--- src/rtl/hwmon_pkg.sv ---
package hwmon_pkg;
  localparam int DATA_W    = 8;
  localparam int TACH_W    = 16;
  localparam int NUM_TACH  = 4;
  localparam int NUM_DIODE = 2;
  localparam int ADDR_W    = 5;

  // status bit layout (shared by the enable register)
  localparam int STAT_VOLT   = 0;
  localparam int STAT_RSVD   = 1;
  localparam int STAT_TACH0  = 2;
  localparam int STAT_DIODE0 = STAT_TACH0 + NUM_TACH;
  localparam int STAT_W      = STAT_DIODE0 + NUM_DIODE;

  // register addresses
  localparam int A_CTRL     = 0;
  localparam int A_ENABLE   = 1;
  localparam int A_STATUS   = 2;
  localparam int A_STATUS2  = 3;
  localparam int A_VOLT_RD  = 4;
  localparam int A_VOLT_LO  = 5;
  localparam int A_VOLT_HI  = 6;
  localparam int A_TACH_RD  = 8;
  localparam int A_TACH_MIN = A_TACH_RD + 2 * NUM_TACH;
  localparam int A_DIODE_RD = A_TACH_MIN + 2 * NUM_TACH;
  localparam int A_DIODE_HI = A_DIODE_RD + NUM_DIODE;

  localparam logic [DATA_W-1:0] DIODE_FAULT_CODE = DATA_W'(8'h80);
  localparam logic [STAT_W-1:0] ENABLE_MASK = ~(STAT_W'(1) << STAT_RSVD);

  typedef struct packed {
    logic                                start;
    logic                                irqEn;
    logic [STAT_W-1:0]                   enable;
    logic [DATA_W-1:0]                   voltLo;
    logic [DATA_W-1:0]                   voltHi;
    logic [NUM_TACH-1:0][TACH_W-1:0]     tachMin;
    logic [NUM_DIODE-1:0][DATA_W-1:0]    diodeHi;
  } cfg_t;

  typedef struct packed {
    logic                  updVolt;
    logic [NUM_TACH-1:0]   updTach;
    logic [NUM_DIODE-1:0]  updDiode;
    logic                  clrStatus;
    logic                  clrStatus2;
    logic                  rdEn;
    logic [ADDR_W-1:0]     rdAddr;
  } strobe_t;
endpackage

--- src/rtl/hwmon_ctrl.sv ---
module hwmon_ctrl
  import hwmon_pkg::*;
(
  input  logic                           clk,
  input  logic                           rstN,
  input  logic                           hostWrEn,
  input  logic                           hostRdEn,
  input  logic [ADDR_W-1:0]              hostAddr,
  input  logic [DATA_W-1:0]              hostWrData,
  input  logic                           voltStrobe,
  input  logic [NUM_TACH-1:0]            tachStrobe,
  input  logic [NUM_DIODE-1:0]           diodeStrobe,
  output cfg_t                           cfg,
  output strobe_t                        stb
);
  logic                             startQ;
  logic                             irqEnQ;
  logic [STAT_W-1:0]                enableQ;
  logic [DATA_W-1:0]                voltLoQ;
  logic [DATA_W-1:0]                voltHiQ;
  logic [NUM_TACH-1:0][TACH_W-1:0]  tachMinQ;
  logic [NUM_DIODE-1:0][DATA_W-1:0] diodeHiQ;

  function automatic logic wrAt(input int a);
    return hostWrEn && (hostAddr == ADDR_W'(a));
  endfunction

  // scalar configuration registers
  always_ff @(posedge clk or negedge rstN) begin
    if (!rstN) begin
      startQ  <= 1'b0;
      irqEnQ  <= 1'b0;
      enableQ <= '0;
      voltLoQ <= '0;
      voltHiQ <= '1;
    end else begin
      if (wrAt(A_CTRL)) begin
        startQ <= hostWrData[0];
        irqEnQ <= hostWrData[1];
      end
      if (wrAt(A_ENABLE))  enableQ <= STAT_W'(hostWrData) & ENABLE_MASK;
      if (wrAt(A_VOLT_LO)) voltLoQ <= hostWrData;
      if (wrAt(A_VOLT_HI)) voltHiQ <= hostWrData;
    end
  end

  // per-channel limit registers
  always_ff @(posedge clk or negedge rstN) begin
    if (!rstN) begin
      for (int i = 0; i < NUM_TACH; i++)  tachMinQ[i] <= '1;
      for (int j = 0; j < NUM_DIODE; j++) diodeHiQ[j] <= DATA_W'(8'h7F);
    end else begin
      for (int i = 0; i < NUM_TACH; i++) begin
        if (wrAt(A_TACH_MIN + 2 * i))     tachMinQ[i][DATA_W-1:0]      <= hostWrData;
        if (wrAt(A_TACH_MIN + 2 * i + 1)) tachMinQ[i][TACH_W-1:DATA_W] <= hostWrData;
      end
      for (int j = 0; j < NUM_DIODE; j++) begin
        if (wrAt(A_DIODE_HI + j)) diodeHiQ[j] <= hostWrData;
      end
    end
  end

  always_comb begin
    cfg.start   = startQ;
    cfg.irqEn   = irqEnQ;
    cfg.enable  = enableQ;
    cfg.voltLo  = voltLoQ;
    cfg.voltHi  = voltHiQ;
    cfg.tachMin = tachMinQ;
    cfg.diodeHi = diodeHiQ;
  end

  // measurement strobes are accepted only while the run control is on
  always_comb begin
    stb.updVolt    = startQ & voltStrobe;
    stb.updTach    = {NUM_TACH{startQ}} & tachStrobe;
    stb.updDiode   = {NUM_DIODE{startQ}} & diodeStrobe;
    stb.clrStatus  = hostRdEn && (hostAddr == ADDR_W'(A_STATUS));
    stb.clrStatus2 = hostRdEn && (hostAddr == ADDR_W'(A_STATUS2));
    stb.rdEn       = hostRdEn;
    stb.rdAddr     = hostAddr;
  end
endmodule

--- src/rtl/hwmon_datapath.sv ---
module hwmon_datapath
  import hwmon_pkg::*;
(
  input  logic                           clk,
  input  logic                           rstN,
  input  cfg_t                           cfg,
  input  strobe_t                        stb,
  input  logic [DATA_W-1:0]              voltSample,
  input  logic [NUM_TACH*TACH_W-1:0]     tachSample,
  input  logic [NUM_DIODE*DATA_W-1:0]    diodeSample,
  input  logic [NUM_DIODE-1:0]           diodeFault,
  output logic [DATA_W-1:0]              rdData,
  output logic [STAT_W-1:0]              statusOut,
  output logic [NUM_DIODE-1:0]           status2Out,
  output logic                           irqOut
);
  logic [DATA_W-1:0]                voltRdQ;
  logic [NUM_TACH-1:0][TACH_W-1:0]  tachRdQ;
  logic [NUM_DIODE-1:0][DATA_W-1:0] diodeRdQ;
  logic [NUM_DIODE-1:0][DATA_W-1:0] diodeVal;
  logic [NUM_TACH-1:0]              tachHit;
  logic [NUM_DIODE-1:0]             overHit;
  logic                             voltHit;
  logic [STAT_W-1:0]                statusQ, statusD, updVec, hitVec, baseVec;
  logic [NUM_DIODE-1:0]             status2Q, status2D, base2, en2;
  logic [DATA_W-1:0]                rdMux;

  // compare incoming samples; the comparison uses the value being latched
  assign voltHit = (voltSample <= cfg.voltLo) || (voltSample > cfg.voltHi);

  for (genvar i = 0; i < NUM_TACH; i++) begin : g_tach
    assign tachHit[i] = tachSample[i*TACH_W +: TACH_W] > cfg.tachMin[i];
  end

  for (genvar j = 0; j < NUM_DIODE; j++) begin : g_diode
    assign diodeVal[j] = diodeFault[j] ? DIODE_FAULT_CODE : diodeSample[j*DATA_W +: DATA_W];
    assign overHit[j]  = $signed(diodeVal[j]) > $signed(cfg.diodeHi[j]);
  end

  // reading registers
  always_ff @(posedge clk or negedge rstN) begin
    if (!rstN) begin
      voltRdQ  <= '0;
      tachRdQ  <= '0;
      diodeRdQ <= '0;
    end else begin
      if (stb.updVolt) voltRdQ <= voltSample;
      for (int i = 0; i < NUM_TACH; i++)
        if (stb.updTach[i]) tachRdQ[i] <= tachSample[i*TACH_W +: TACH_W];
      for (int j = 0; j < NUM_DIODE; j++)
        if (stb.updDiode[j]) diodeRdQ[j] <= diodeVal[j];
    end
  end

  // status update: updated channels take enable-gated sticky value, or 0 when disabled
  always_comb begin
    updVec = '0;
    hitVec = '0;
    updVec[STAT_VOLT] = stb.updVolt;
    hitVec[STAT_VOLT] = voltHit;
    updVec[STAT_TACH0 +: NUM_TACH]   = stb.updTach;
    hitVec[STAT_TACH0 +: NUM_TACH]   = tachHit;
    updVec[STAT_DIODE0 +: NUM_DIODE] = stb.updDiode;
    hitVec[STAT_DIODE0 +: NUM_DIODE] = diodeFault;
    baseVec = stb.clrStatus ? '0 : statusQ;
    statusD = (baseVec & ~updVec) | (updVec & cfg.enable & (baseVec | hitVec));
    statusD[STAT_RSVD] = 1'b0;
    en2      = cfg.enable[STAT_DIODE0 +: NUM_DIODE];
    base2    = stb.clrStatus2 ? '0 : status2Q;
    status2D = (base2 & ~stb.updDiode) | (stb.updDiode & en2 & (base2 | overHit));
  end

  always_ff @(posedge clk or negedge rstN) begin
    if (!rstN) begin
      statusQ  <= '0;
      status2Q <= '0;
    end else begin
      statusQ  <= statusD;
      status2Q <= status2D;
    end
  end

  // host read multiplexer
  always_comb begin
    rdMux = '0;
    case (int'(stb.rdAddr))
      A_CTRL:    rdMux = DATA_W'({cfg.irqEn, cfg.start});
      A_ENABLE:  rdMux = DATA_W'(cfg.enable);
      A_STATUS:  rdMux = DATA_W'(statusQ);
      A_STATUS2: rdMux = DATA_W'(status2Q);
      A_VOLT_RD: rdMux = voltRdQ;
      A_VOLT_LO: rdMux = cfg.voltLo;
      A_VOLT_HI: rdMux = cfg.voltHi;
      default:   rdMux = '0;
    endcase
    for (int i = 0; i < NUM_TACH; i++) begin
      if (int'(stb.rdAddr) == A_TACH_RD + 2 * i)      rdMux = tachRdQ[i][DATA_W-1:0];
      if (int'(stb.rdAddr) == A_TACH_RD + 2 * i + 1)  rdMux = tachRdQ[i][TACH_W-1:DATA_W];
      if (int'(stb.rdAddr) == A_TACH_MIN + 2 * i)     rdMux = cfg.tachMin[i][DATA_W-1:0];
      if (int'(stb.rdAddr) == A_TACH_MIN + 2 * i + 1) rdMux = cfg.tachMin[i][TACH_W-1:DATA_W];
    end
    for (int j = 0; j < NUM_DIODE; j++) begin
      if (int'(stb.rdAddr) == A_DIODE_RD + j) rdMux = diodeRdQ[j];
      if (int'(stb.rdAddr) == A_DIODE_HI + j) rdMux = cfg.diodeHi[j];
    end
  end

  always_ff @(posedge clk or negedge rstN) begin
    if (!rstN) rdData <= '0;
    else       rdData <= stb.rdEn ? rdMux : '0;
  end

  assign statusOut  = statusQ;
  assign status2Out = status2Q;
  assign irqOut     = cfg.irqEn & ((|statusQ) | (|status2Q));
endmodule

--- src/rtl/hwmon_limit_status.sv ---
module hwmon_limit_status
  import hwmon_pkg::*;
(
  input  logic                        clk,
  input  logic                        rstN,
  input  logic                        hostWrEn,
  input  logic                        hostRdEn,
  input  logic [ADDR_W-1:0]           hostAddr,
  input  logic [DATA_W-1:0]           hostWrData,
  output logic [DATA_W-1:0]           hostRdData,
  input  logic                        voltStrobe,
  input  logic [DATA_W-1:0]           voltSample,
  input  logic [NUM_TACH-1:0]         tachStrobe,
  input  logic [NUM_TACH*TACH_W-1:0]  tachSample,
  input  logic [NUM_DIODE-1:0]        diodeStrobe,
  input  logic [NUM_DIODE*DATA_W-1:0] diodeSample,
  input  logic [NUM_DIODE-1:0]        diodeFault,
  output logic                        irqOut
);
  cfg_t                 cfg;
  strobe_t              stb;
  logic [STAT_W-1:0]    statusVec;
  logic [NUM_DIODE-1:0] status2Vec;

  hwmon_ctrl u_ctrl (
    .clk         (clk),
    .rstN        (rstN),
    .hostWrEn    (hostWrEn),
    .hostRdEn    (hostRdEn),
    .hostAddr    (hostAddr),
    .hostWrData  (hostWrData),
    .voltStrobe  (voltStrobe),
    .tachStrobe  (tachStrobe),
    .diodeStrobe (diodeStrobe),
    .cfg         (cfg),
    .stb         (stb)
  );

  hwmon_datapath u_dp (
    .clk         (clk),
    .rstN        (rstN),
    .cfg         (cfg),
    .stb         (stb),
    .voltSample  (voltSample),
    .tachSample  (tachSample),
    .diodeSample (diodeSample),
    .diodeFault  (diodeFault),
    .rdData      (hostRdData),
    .statusOut   (statusVec),
    .status2Out  (status2Vec),
    .irqOut      (irqOut)
  );
endmodule

--- config.mk ---
export PLATFORM = sky130hd
export DESIGN_NAME = hwmon_limit_status
export DESIGN_NICKNAME = d
export VERILOG_FILES = /design/src/rtl/hwmon_pkg.sv /design/src/rtl/hwmon_ctrl.sv /design/src/rtl/hwmon_datapath.sv /design/src/rtl/hwmon_limit_status.sv
export SDC_FILE = /design/constraint.sdc
export NUM_CORES = 1
export LEC_CHECK = 0
export ABC_AREA = 1
export BUFFER_PORTS_ARGS = -buffer_cell sky130_fd_sc_hd__buf_2
export CAP_MARGIN = 20
export CORE_MARGIN = 2
export CORE_UTILIZATION = 40
export DETAILED_ROUTE_END_ITERATION = 8
export PLACE_DENSITY = 0.69
export SLEW_MARGIN = 20
export SYNTH_ARGS = -nofsm -noshare
export SYNTH_HDL_FRONTEND = slang
export SYNTH_SLANG_ARGS = --single-unit
--- constraint.sdc ---
create_clock -name clk -period 5.06 [get_ports clk]
set_input_delay 0 -clock clk [delete_from_list [all_inputs] [get_ports clk]]
set_output_delay 0 -clock clk [all_outputs]
set_load 0.02 [all_outputs]
# ---- Word-level counts from Yosys, hierarchy flattened
# Index checks and enable logic that the tools add are counted.
dict set report op_classes {
  order_cmp 8
  eq_ne 36
  muxes 26
  n_bitwise 17
  reduce_logical 20
}
# op n
set op_table {}
lappend op_table {{$mux W8} 24}
lappend op_table {{$eq A5 B5 Y1 const B} 26}
lappend op_table {{$gt A16 B16 Y1} 4}
lappend op_table {{$pmux W8 S7} 1}
lappend op_table {{$and A8 B8 Y8} 3}
lappend op_table {{$gt A8 B8 Y1} 3}
lappend op_table {{$eq A5 B4 Y1 const B} 4}
lappend op_table {{$logic_and A1 B1 Y1} 16}
lappend op_table {{$or A8 B8 Y8} 2}
lappend op_table {{$eq A5 B3 Y1 const B} 3}
lappend op_table {{$eq A5 B2 Y1 const B} 2}
lappend op_table {{$and A2 B2 Y2} 4}
lappend op_table {{$le A8 B8 Y1} 1}
lappend op_table {{$not A8 Y8} 1}
lappend op_table {{$reduce_or A7 Y1} 1}
lappend op_table {{$eq A5 B1 Y1 const B} 1}
lappend op_table {{$logic_not A5 Y1} 1}
lappend op_table {{$and A4 B4 Y4} 1}
lappend op_table {{$or A2 B2 Y2} 2}
lappend op_table {{$and A1 B1 Y1} 2}
lappend op_table {{$mux W2} 1}
lappend op_table {{$not A2 Y2} 1}
lappend op_table {{$reduce_or A2 Y1} 1}
lappend op_table {{$logic_or A1 B1 Y1} 1}
lappend op_table {{$or A1 B1 Y1} 1}
dict set report word_totals {
  ff_bits 210
  input_bits 114
  output_inout_bits 9
  elab_cells 132
}

# ---- Depth between registers and ports, before layout
# Gate-level depths: netlist of the first run.
dict set report depth {
  ltp_word 23
  depth_mapped 21
  mapped_depth_nobuf 21
}

# ---- Hierarchy
# From an unflattened synthesis of the first run, not the netlist that was laid out.
dict set report hier_totals {
  hier_cells 1627
  hier_area_um2 12734.7
}
# mod instances cells_per_inst area_per_inst_um2 seq_area_each_um2
set modules_own_cells {}
lappend modules_own_cells {hwmon_datapath 1 1110 8206.6 2627.5}
lappend modules_own_cells {hwmon_ctrl 1 517 4528.1 2735.1}

# ---- Worst setup path before layout of the first run
# No wires, ideal clock.
dict set report synth_path {
  path_type {flip-flop to flip-flop}
  from {register u_ctrl.diodeHiQ, in the netlist u_ctrl.cfg[3]}
  to {register u_dp.status2Q[0], in the netlist u_dp.status2Out[0]}
  setup_time_ns 0.077
  t_arrival_ns 1.715
  required_time_ns 4.983
  path_slack_ns 3.268
  stages_incl_launch_ff 12
  n_path_buf 0
  period_less_slack_ns 1.792
  path_cell_list {dfstp_2 -> inv_1 -> ha_1 -> nand2_1 -> inv_1 -> nand2_1 -> o211a_1 -> o21ai_0 -> a211oi_1 -> o21ai_0 -> o211ai_1 -> a21oi_1}
}
dict set report synth_between {
  elab_chain_cells 4
}
# element line_no
set synth_rtl {}
lappend synth_rtl {{start: declaration} hwmon_ctrl.sv:22} ;# logic [NUM_DIODE-1:0][DATA_W-1:0] diodeHiQ;
lappend synth_rtl {{start signal: indexed assignment} hwmon_ctrl.sv:58} ;# if (wrAt(A_DIODE_HI + j)) diodeHiQ[j] <= hostWrData;
lappend synth_rtl {{$gt A8 B8 Y1} hwmon_datapath.sv:37} ;# assign overHit[j] = $signed(diodeVal[j]) > $signed(cfg.diodeHi[j]);
lappend synth_rtl {{$or A2 B2 Y2} hwmon_datapath.sv:70} ;# status2D = (base2 & ~stb.updDiode) | (stb.updDiode & en2 & (base2 | overHit));
lappend synth_rtl {{$and A2 B2 Y2} hwmon_datapath.sv:70}
lappend synth_rtl {{$or A2 B2 Y2} hwmon_datapath.sv:70}
lappend synth_rtl {{net u_dp.status2D[0]} hwmon_datapath.sv:25} ;# logic [NUM_DIODE-1:0] status2Q, status2D, base2, en2;
lappend synth_rtl {{end signal: assignment} hwmon_datapath.sv:79} ;# status2Q <= status2D;
lappend synth_rtl {{end: declaration} hwmon_datapath.sv:25}
# The timed path passes the listed nets, and every way through them passes these cells.
# A chain may end at the register's enable or synchronous reset.

# ---- Worst setup path in the final report of the first run
dict set report layout_path {
  from {register u_ctrl.tachMinQ, in the netlist u_ctrl.cfg[31]}
  to {register u_dp.statusQ[2], in the netlist u_dp.statusOut[2]}
}
dict set report layout_between {
  elab_chain_cells 4
}
# element line_no
set layout_rtl {}
lappend layout_rtl {{start: declaration} hwmon_ctrl.sv:21} ;# logic [NUM_TACH-1:0][TACH_W-1:0] tachMinQ;
lappend layout_rtl {{start signal: indexed assignment} hwmon_ctrl.sv:54} ;# if (wrAt(A_TACH_MIN + 2 * i)) tachMinQ[i][DATA_W-1:0] <= hostWrData;
lappend layout_rtl {{start signal: indexed assignment} hwmon_ctrl.sv:55} ;# if (wrAt(A_TACH_MIN + 2 * i + 1)) tachMinQ[i][TACH_W-1:DATA_W] <= hostWrData;
lappend layout_rtl {{$gt A16 B16 Y1} hwmon_datapath.sv:32} ;# assign tachHit[i] = tachSample[i*TACH_W +: TACH_W] > cfg.tachMin[i];
lappend layout_rtl {{$or A8 B8 Y8} hwmon_datapath.sv:66} ;# statusD = (baseVec & ~updVec) | (updVec & cfg.enable & (baseVec | hitVec));
lappend layout_rtl {{$and A8 B8 Y8} hwmon_datapath.sv:66}
lappend layout_rtl {{$or A8 B8 Y8} hwmon_datapath.sv:66}
lappend layout_rtl {{net u_dp.statusD[2]} hwmon_datapath.sv:24} ;# logic [STAT_W-1:0] statusQ, statusD, updVec, hitVec, baseVec;
lappend layout_rtl {{end signal: assignment} hwmon_datapath.sv:78} ;# statusQ <= statusD;
lappend layout_rtl {{end: declaration} hwmon_datapath.sv:24}
# The timed path passes the listed nets, and every way through them passes these cells.

==> out/summary.md, run 1 <==
* outcome: completed
* number of pins exceeding their max-slew limit in the final report: 0
* DR pass1 iterations: 5
* area of combinational cells with multiple inputs: 0.00587 mm^2
* Layout fillers: 2,792
* cell class contributing the biggest share of worst-path delay: compound AO/OA/AOI/OAI gates
* cell count along the critical path: 9
* overall die width: 179 um
* delay contributed by the slowest stage of the critical path: 0.56 ns
* Critical Path Sink: u_dp.statusOut[2]
* element type at the critical path start: register
* share of total power consumed by net switching: 0.322
* most utilized layer in the global route result: met2
* antenna violations before repair: 4
* cell at the root of the clock tree: sky130_fd_sc_hd__clkbuf_16
* Distinct cells, synth: 40
* synth warn: 0
* clock insertion delay at the later pin of the skew report: 0.54 ns
* Post-Route Setup TNS: 0 ns
* leading cell types in the layout, fill and taps excluded: sky130_fd_sc_hd__nand2_1, sky130_fd_sc_hd__inv_1, sky130_fd_sc_hd__o21ai_0, sky130_fd_sc_hd__dfrtp_1, sky130_fd_sc_hd__buf_2
* sum of routed wire length over all layers: 38,300 um
* relative area change from synthesis to final layout: 24.2%
* Detail Route Antenna Nets: 0
* worst setup path startpoint: u_ctrl.cfg[31]
* power share of the clock group: 0.312
* GRT met1 Usage: 0.333
* number of top-level design ports: 123
* number of enable-type register cells in the synthesized netlist: 0
* total power: 0.00586 W
* number of nets in the finished design: 1,979
* sequential share of the synthesized area: 0.440
* destination of the worst register-to-register timing path: u_dp.statusOut[2]
* most common cell after layout, fill and taps aside: sky130_fd_sc_hd__nand2_1
* Internal Power: 0.00397 W
* RSZ-0062 raised after global routing: no
* vias in the first global route: 11,231
* crit path DAT: 2.66 ns
* leftover overflow at the end of global routing: 0
* worst-margin pin slew: 0.923 ns
* sequential cell fraction of total power: 0.454
* share of async-settable or async-resettable flops after synthesis: 1.00
* number of H-tree levels: 1
* net count after synthesis: 1,752
* highest achievable clock rate: 0.440 GHz
* Clock Skew: 0.0235 ns
* Placement Rows: 63
* origin of the critical flop-to-flop path: u_ctrl.cfg[31]
* largest fanout on the critical path: 3
* global-route wire length before repair: 60,700 um
* area inside the core boundary: 0.0298 mm^2
* cell type of the slowest stage on the worst timing path: sky130_fd_sc_hd__dfstp_2
* detailed placement HPWL: 27,500 um
* cells after synthesis: 1,542
* number of register bits inferred by synthesis: 210
* maximum number of pins on one net before global-route repair: 112
* Post-Synthesis Mean Instance Area: 7.90 um^2
* starting utilization of the core area: 0.409
* CTS tree: built
* Num CTS Buffers: 25
* switching power of the nets: 0.00189 W
* worst supply voltage drop on vdd: 0.215 mV
* Max clock buf depth: 3
* Clock Sinks: 210
* pwr dens: 387 mW/mm^2
* final estimated routing congestion in global placement: 0.922
* sequential cell area in the final layout: 0.00536 mm^2
* part of the power in combinational logic: 0.234
* CP Class: reg -> reg
* Setup Fix Bufs, Post-CTS: 0
* final setup fails: 0
* leakage dissipation: 7.19 nW
* headroom to the max-slew limit: 0.382
* FF-to-FF setup slack: 2.79 ns
* count of buffers from port buffering: 122
* Reg clk slew, reported paths: 0.06 ns
* final hold viol count: 0
* worst hold slack: 0.0197 ns
* DRC violations left: 0
* portion of the clock cycle consumed by the worst path in the final layout: 0.449
* Detailed Route Iter0 Violations: 1,020
* share of final-layout standard cells stronger than drive strength 1: 0.186
* max cap viols: 0
* Vert. Die Dim: 179 um
* die area: 0.0319 mm^2
* WL/cell: 17.5 um
* Global Route met2 Usage: 0.398
* Cell Chain, Critical Path: inv_1 > ha_1 > nand2_1 > inv_1 > nand3_1 > nor3_1 > nand3_1 > o311ai_0 > a21oi_1
* Post-Synthesis Cell Area: 0.0122 mm^2
* via/cell ratio: 5.21
* final period demand of the worst path: 2.27 ns
* commonest register cell after synthesis: sky130_fd_sc_hd__dfrtp_1
* Worst EP required: 5.44 ns
* global-route usage over all layers: 0.246
* via count: 11,367
* kind of capture point of the worst setup path: register
* logic depth of the worst register-to-register path: 9
* Min-Delay Path Class: in -> reg
* met3 usage: 0.0428
* number of buffers and inverters on the critical path: 2
## worst min path at each step
stage,startpoint,to,slack (ns),cells past startpoint
2_1_floorplan,rstN,u_ctrl.cfg[15],-0.30,0
3_3_place_gp,rstN,u_dp.tachRdQ[20],0.19,1
3_5_place_dp,rstN,u_dp.tachRdQ[20],0.19,1
4_1_cts,voltStrobe,u_dp.voltRdQ[0],0.002,3
5_1_grt,hostWrEn,u_ctrl.startQ,0.06,3
6_report,voltStrobe,u_dp.voltRdQ[0],0.02,4
## worst min-delay path, stage by stage
cell                      delay (ns)
sky130_fd_sc_hd__buf_2          0.10
sky130_fd_sc_hd__nand2_1        0.22
sky130_fd_sc_hd__nand2_1        0.12
sky130_fd_sc_hd__o21ai_0        0.07
## layout make-up
cell class / instances / area share
well taps: 390 / 0.0322
diodes: 3 / 0.000496
inverters: 215 / 0.0535
multi-input cells: 1081 / 0.388
clock buffers: 33 / 0.0473
repair buffers: 236 / 0.116
clock inverters: 13 / 0.00802
flip-flops and latches: 210 / 0.354
## logic make-up after synthesis
logic type,count (synthesis),synth area share
fa+ha+maj,96,0.0985
buf+inv,251,0.0781
flops,210,0.440
compound gates,269,0.116
mux,41,0.0379
simple gates,675,0.230
## Yosys cell counts, types with 3 or more instances
cell type | n | area (um^2)
sky130_fd_sc_hd__a211oi_1 | 4 | 30.0
sky130_fd_sc_hd__a21oi_1 | 80 | 400
sky130_fd_sc_hd__clkbuf_1 | 33 | 124
sky130_fd_sc_hd__dfrtp_1 | 124 | 3100
sky130_fd_sc_hd__dfstp_2 | 86 | 2260
sky130_fd_sc_hd__ha_1 | 96 | 1200
sky130_fd_sc_hd__inv_1 | 206 | 773
sky130_fd_sc_hd__inv_2 | 6 | 22.5
sky130_fd_sc_hd__mux2_2 | 41 | 462
sky130_fd_sc_hd__nand2_1 | 480 | 1800
sky130_fd_sc_hd__nand2_2 | 3 | 18.8
sky130_fd_sc_hd__nand3_1 | 46 | 230
sky130_fd_sc_hd__nand4_1 | 25 | 156
sky130_fd_sc_hd__nor2_1 | 72 | 270
sky130_fd_sc_hd__nor2_2 | 10 | 62.6
sky130_fd_sc_hd__nor2_4 | 4 | 45.0
sky130_fd_sc_hd__nor3_1 | 9 | 45.0
sky130_fd_sc_hd__o2111ai_1 | 3 | 26.3
sky130_fd_sc_hd__o211ai_1 | 4 | 30.0
sky130_fd_sc_hd__o21a_1 | 4 | 30.0
sky130_fd_sc_hd__o21ai_0 | 163 | 816
sky130_fd_sc_hd__o21ai_1 | 3 | 15.0
sky130_fd_sc_hd__or2_0 | 7 | 43.8
sky130_fd_sc_hd__or2_2 | 12 | 75.1
## sequential cells by signal (all words and copies together) (netlist names)
signal and count:
u_dp.voltRdQ 8, u_dp.status2Out 2, u_ctrl.voltHiQ 8, u_ctrl.irqEnQ 1
u_ctrl.cfg 80, u_dp.diodeRdQ 16, u_ctrl.startQ 1, u_ctrl.voltLoQ 8
u_dp.rdData 8, u_dp.tachRdQ 64, u_ctrl.enableQ 7, u_dp.statusOut 7
## per-layer routing
metal / routed length [um] / vias to the layer above
met2: 17400 / 455
met5: 13 / -
met1: 16900 / 5368
met4: 1330 / 2
met3: 2630 / 98
li1: - / 5444
## timing repair
item                                   CTS  global route
gates resized for setup                  0             0
endpoints found under the hold margin  169             0
hold buffers                           112             0
## power groups by stage
stage | Sequential (W) | Clock, W | Combinational (W)
after global placement | 0.00266 | 0 | 0.00121
after global routing | 0.00271 | 0.00192 | 0.00159
after CTS | 0.00264 | 0.00184 | 0.00136
final | 0.00266 | 0.00183 | 0.00137
after detailed placement | 0.00266 | 0 | 0.00127
after floorplan | 0.00249 | 0 | 0.000899
## stage by stage
stage | worst slack, ns | cells | cell area, um^2 | utilization
5_1_grt | 2.55 | 2181 | 15100 | 0.508
4_1_cts | 2.77 | 2178 | 15100 | 0.508
3_3_place_gp | 2.82 | 2020 | 13200 | 0.442
3_5_place_dp | 2.79 | 2020 | 13200 | 0.442
6_report | 2.79 | 2181 | 15100 | 0.508
2_1_floorplan | 3.27 | 1542 | 12200 | -
Power figures use the tool's default switching activity.
==> run 2, diff against run 1 <==
==> constraint.sdc (replaced) <==
create_clock -name clk -period 2.35 [get_ports clk]
set_input_delay 0 -clock clk [delete_from_list [all_inputs] [get_ports clk]]
set_output_delay 0 -clock clk [all_outputs]
set_load 0.02 [all_outputs]
==> run 2 against run 1 <==
Compared with the run above: sequential share of layout area fell by 0.99 points; critical path depth stayed put; non-clock buffer count increased by 44; first-iteration DRC count down 5.8%; combinational power is 130% higher; sequential power grew 120%; global-route usage is 0.21 points lower; sequential cell count unchanged; worst setup slack worse by 2.7 ns; clock power grew 120%; worst hold slack worse by 0.010 ns; cell count grew 1.9%; highest routed layer unchanged.
==> out/summary.md, run 2 (synthesis results as in run 1) <==
* max cap viols: 0, unchanged
* via count: 11,505, +1.2%
* final period demand of the worst path: 2.22 ns, -0.0564 ns
* final hold viol count: 0, unchanged
* largest fanout on the critical path: 3, unchanged
* antenna violations before repair: 6, +2
* area inside the core boundary: 0.0298 mm^2, unchanged
* Clock Skew: 0.00759 ns, -0.0159 ns
* number of pins exceeding their max-slew limit in the final report: 0, unchanged
* maximum number of pins on one net before global-route repair: 71, -37%
* dpl cell area: 0.0133 mm^2, +1.2%
* DRC violations left: 0, unchanged
* starting utilization of the core area: 0.409, unchanged
* RSZ-0062 raised after global routing: no
* portion of the clock cycle consumed by the worst path in the final layout: 0.943, +0.494
* via/cell ratio: 5.18, -0.70%
* Worst EP required: 2.74 ns, -2.70 ns
* number of nets in the finished design: 2,022, +2.2%
* vias in the first global route: 11,305, +0.66%
* relative area change from synthesis to final layout: 27.7%
* CP Class: reg -> reg
* detailed placement HPWL: 27,500 um, about the same
* most utilized layer in the global route result: met2
* worst setup path startpoint: u_ctrl.cfg[31]
* outcome: completed
* pwr dens: 829 mW/mm^2, +110%
* Min-Delay Path Class: in -> async
* placed cell count: 2,038, +0.89%
* headroom to the max-slew limit: 0.412, +0.0298
* Num CTS Buffers: 24, -4.0%
* crit path DAT: 2.61 ns, -0.05 ns
* DR pass1 iterations: 6, +1
* kind of capture point of the worst setup path: register
* global-route usage over all layers: 0.244, -0.00210
* cell at the root of the clock tree: sky130_fd_sc_hd__clkbuf_16
* leftover overflow at the end of global routing: 0, unchanged
* Max clock buf depth: 3, unchanged
* highest achievable clock rate: 0.451 GHz, +2.5%
* leakage dissipation: 7.39 nW, +2.8%
* global-route wire length before repair: 60,200 um, -0.68%
* clock insertion delay at the later pin of the skew report: 0.53 ns, about the same
* CTS tree: built
* Placement Rows: 63, unchanged
* total power: 0.0129 W, +120%
* number of top-level design ports: 123, unchanged
* die area: 0.0319 mm^2, unchanged
* leading cell types in the layout, fill and taps excluded: sky130_fd_sc_hd__nand2_1, sky130_fd_sc_hd__inv_1, sky130_fd_sc_hd__o21ai_0, sky130_fd_sc_hd__dlygate4sd3_1, sky130_fd_sc_hd__dfrtp_1
* number of standard cells in the layout, taps in and fillers out: 2,223, +1.9%
* element type at the critical path start: register
* origin of the critical flop-to-flop path: u_ctrl.cfg[31]
* Detail Route Antenna Nets: 0, unchanged
* overall die width: 179 um, unchanged
* Post-Route Setup TNS: 0 ns, unchanged
* Clock Sinks: 210, unchanged
* final estimated routing congestion in global placement: 0.906, -1.7%
* number of flip-flops under the largest register name: 80, unchanged
* met3 usage: 0.0399, -0.00298
* finished layout cell area: 0.0156 mm^2, +2.9%
* share of final-layout standard cells stronger than drive strength 1: 0.191, +0.00447
* final setup fails: 0, unchanged
* Setup Fix Bufs, Post-CTS: 0, unchanged
* sum of routed wire length over all layers: 38,100 um, -0.43%
* Vert. Die Dim: 179 um, unchanged
* number of H-tree levels: 1, unchanged
* Global Route met2 Usage: 0.392, -0.00563
* GRT met1 Usage: 0.333, about the same
* Reg clk slew, reported paths: 0.06 ns, about the same
* worst-margin pin slew: 0.881 ns, -0.0423 ns
* Detailed Route Iter0 Violations: 961, -5.8%
* worst supply voltage drop on vdd: 0.545 mV, +150%
* most common cell after layout, fill and taps aside: sky130_fd_sc_hd__nand2_1
* count of buffers from port buffering: 122, unchanged
* core occupancy in the finished layout: 0.523, +0.0146
* WL/cell: 17.1 um, -2.3%
run 2: cell count changes in the layout (fill, tap and decap cells not counted), sizes merged:
cell,previous run,this run
buf,123,141
bufinv,2,3
clkbuf,34,35
clkinv,11,7
clkinvlp,1,2
dlygate4sd3,112,138
inv,214,213
run 2: critical path, cell delays in order (launching register included):
cell and delay [ns]:
sky130_fd_sc_hd__dfstp_2 0.55, sky130_fd_sc_hd__inv_1 0.05, sky130_fd_sc_hd__ha_1 0.28, sky130_fd_sc_hd__nand2_1 0.05, sky130_fd_sc_hd__inv_1 0.08, sky130_fd_sc_hd__nand3_1 0.09, sky130_fd_sc_hd__nor3_1 0.31, sky130_fd_sc_hd__nand3_1 0.12
sky130_fd_sc_hd__o311ai_1 0.42, sky130_fd_sc_hd__a21oi_1 0.12
run 2: cell type report:
type	instances	area (um^2)
Inverter	215	810
Clock inverter	10	141
Clock buffer	34	708
Tap cell	390	488
Fill cell	2841	14200
Timing Repair Buffer	280	2180
Antenna cell	3	7.51
Sequential cell	210	5360
Multi-Input combinational cell	1081	5880
run 2: final timing paths:
check	endpoint	slack [ns]	cells past startpoint
setup / recovery	u_dp.statusOut[2]	0.13	9
hold / removal	u_dp.tachRdQ[13]	0.009	2
setup reg to reg	u_dp.statusOut[2]	0.13	9
hold reg to reg	u_ctrl.voltLoQ[1]	0.49	2
max in group asynchronous	u_ctrl.cfg[65]	1.52	3
min in group clk	u_dp.tachRdQ[0]	0.01	5
run 2: through the flow:
step / setup WS, ns / hold WS (ns)
final: 0.133 / 0.00929
after detailed placement: 0.0151 / 0.00161
after global routing: 0.00993 / 0.0536
after CTS: 0.140 / 0.00181
after global placement: -0.00524 / 0.00631
after floorplan: 0.558 / -0.296
run 2: what timing repair did:
item,CTS,global route
resized for setup,1,1
hold buffers,138,0
gates cloned,0,0
endpoints found under the hold margin,239,0
setup endpoints to repair,1,1
run 2: power breakdown:
part / leakage (nW) / total (W) / switching (W) / internal [W]
Sequential: 2.43 / 0.00574 / 0.000849 / 0.00489
Combinational: 4.54 / 0.00318 / 0.00169 / 0.00149
Clock: 0.415 / 0.00400 / 0.00157 / 0.00243
Total: 7.39 / 0.0129 / 0.00411 / 0.00880
run 2: routing by layer:
layer  vias to the layer above  routed length, um
li1                       5527                  -
met1                      5437              16700
met2                       439              17300
met3                        98               2650
met4                         4               1440
met5                         -                 23
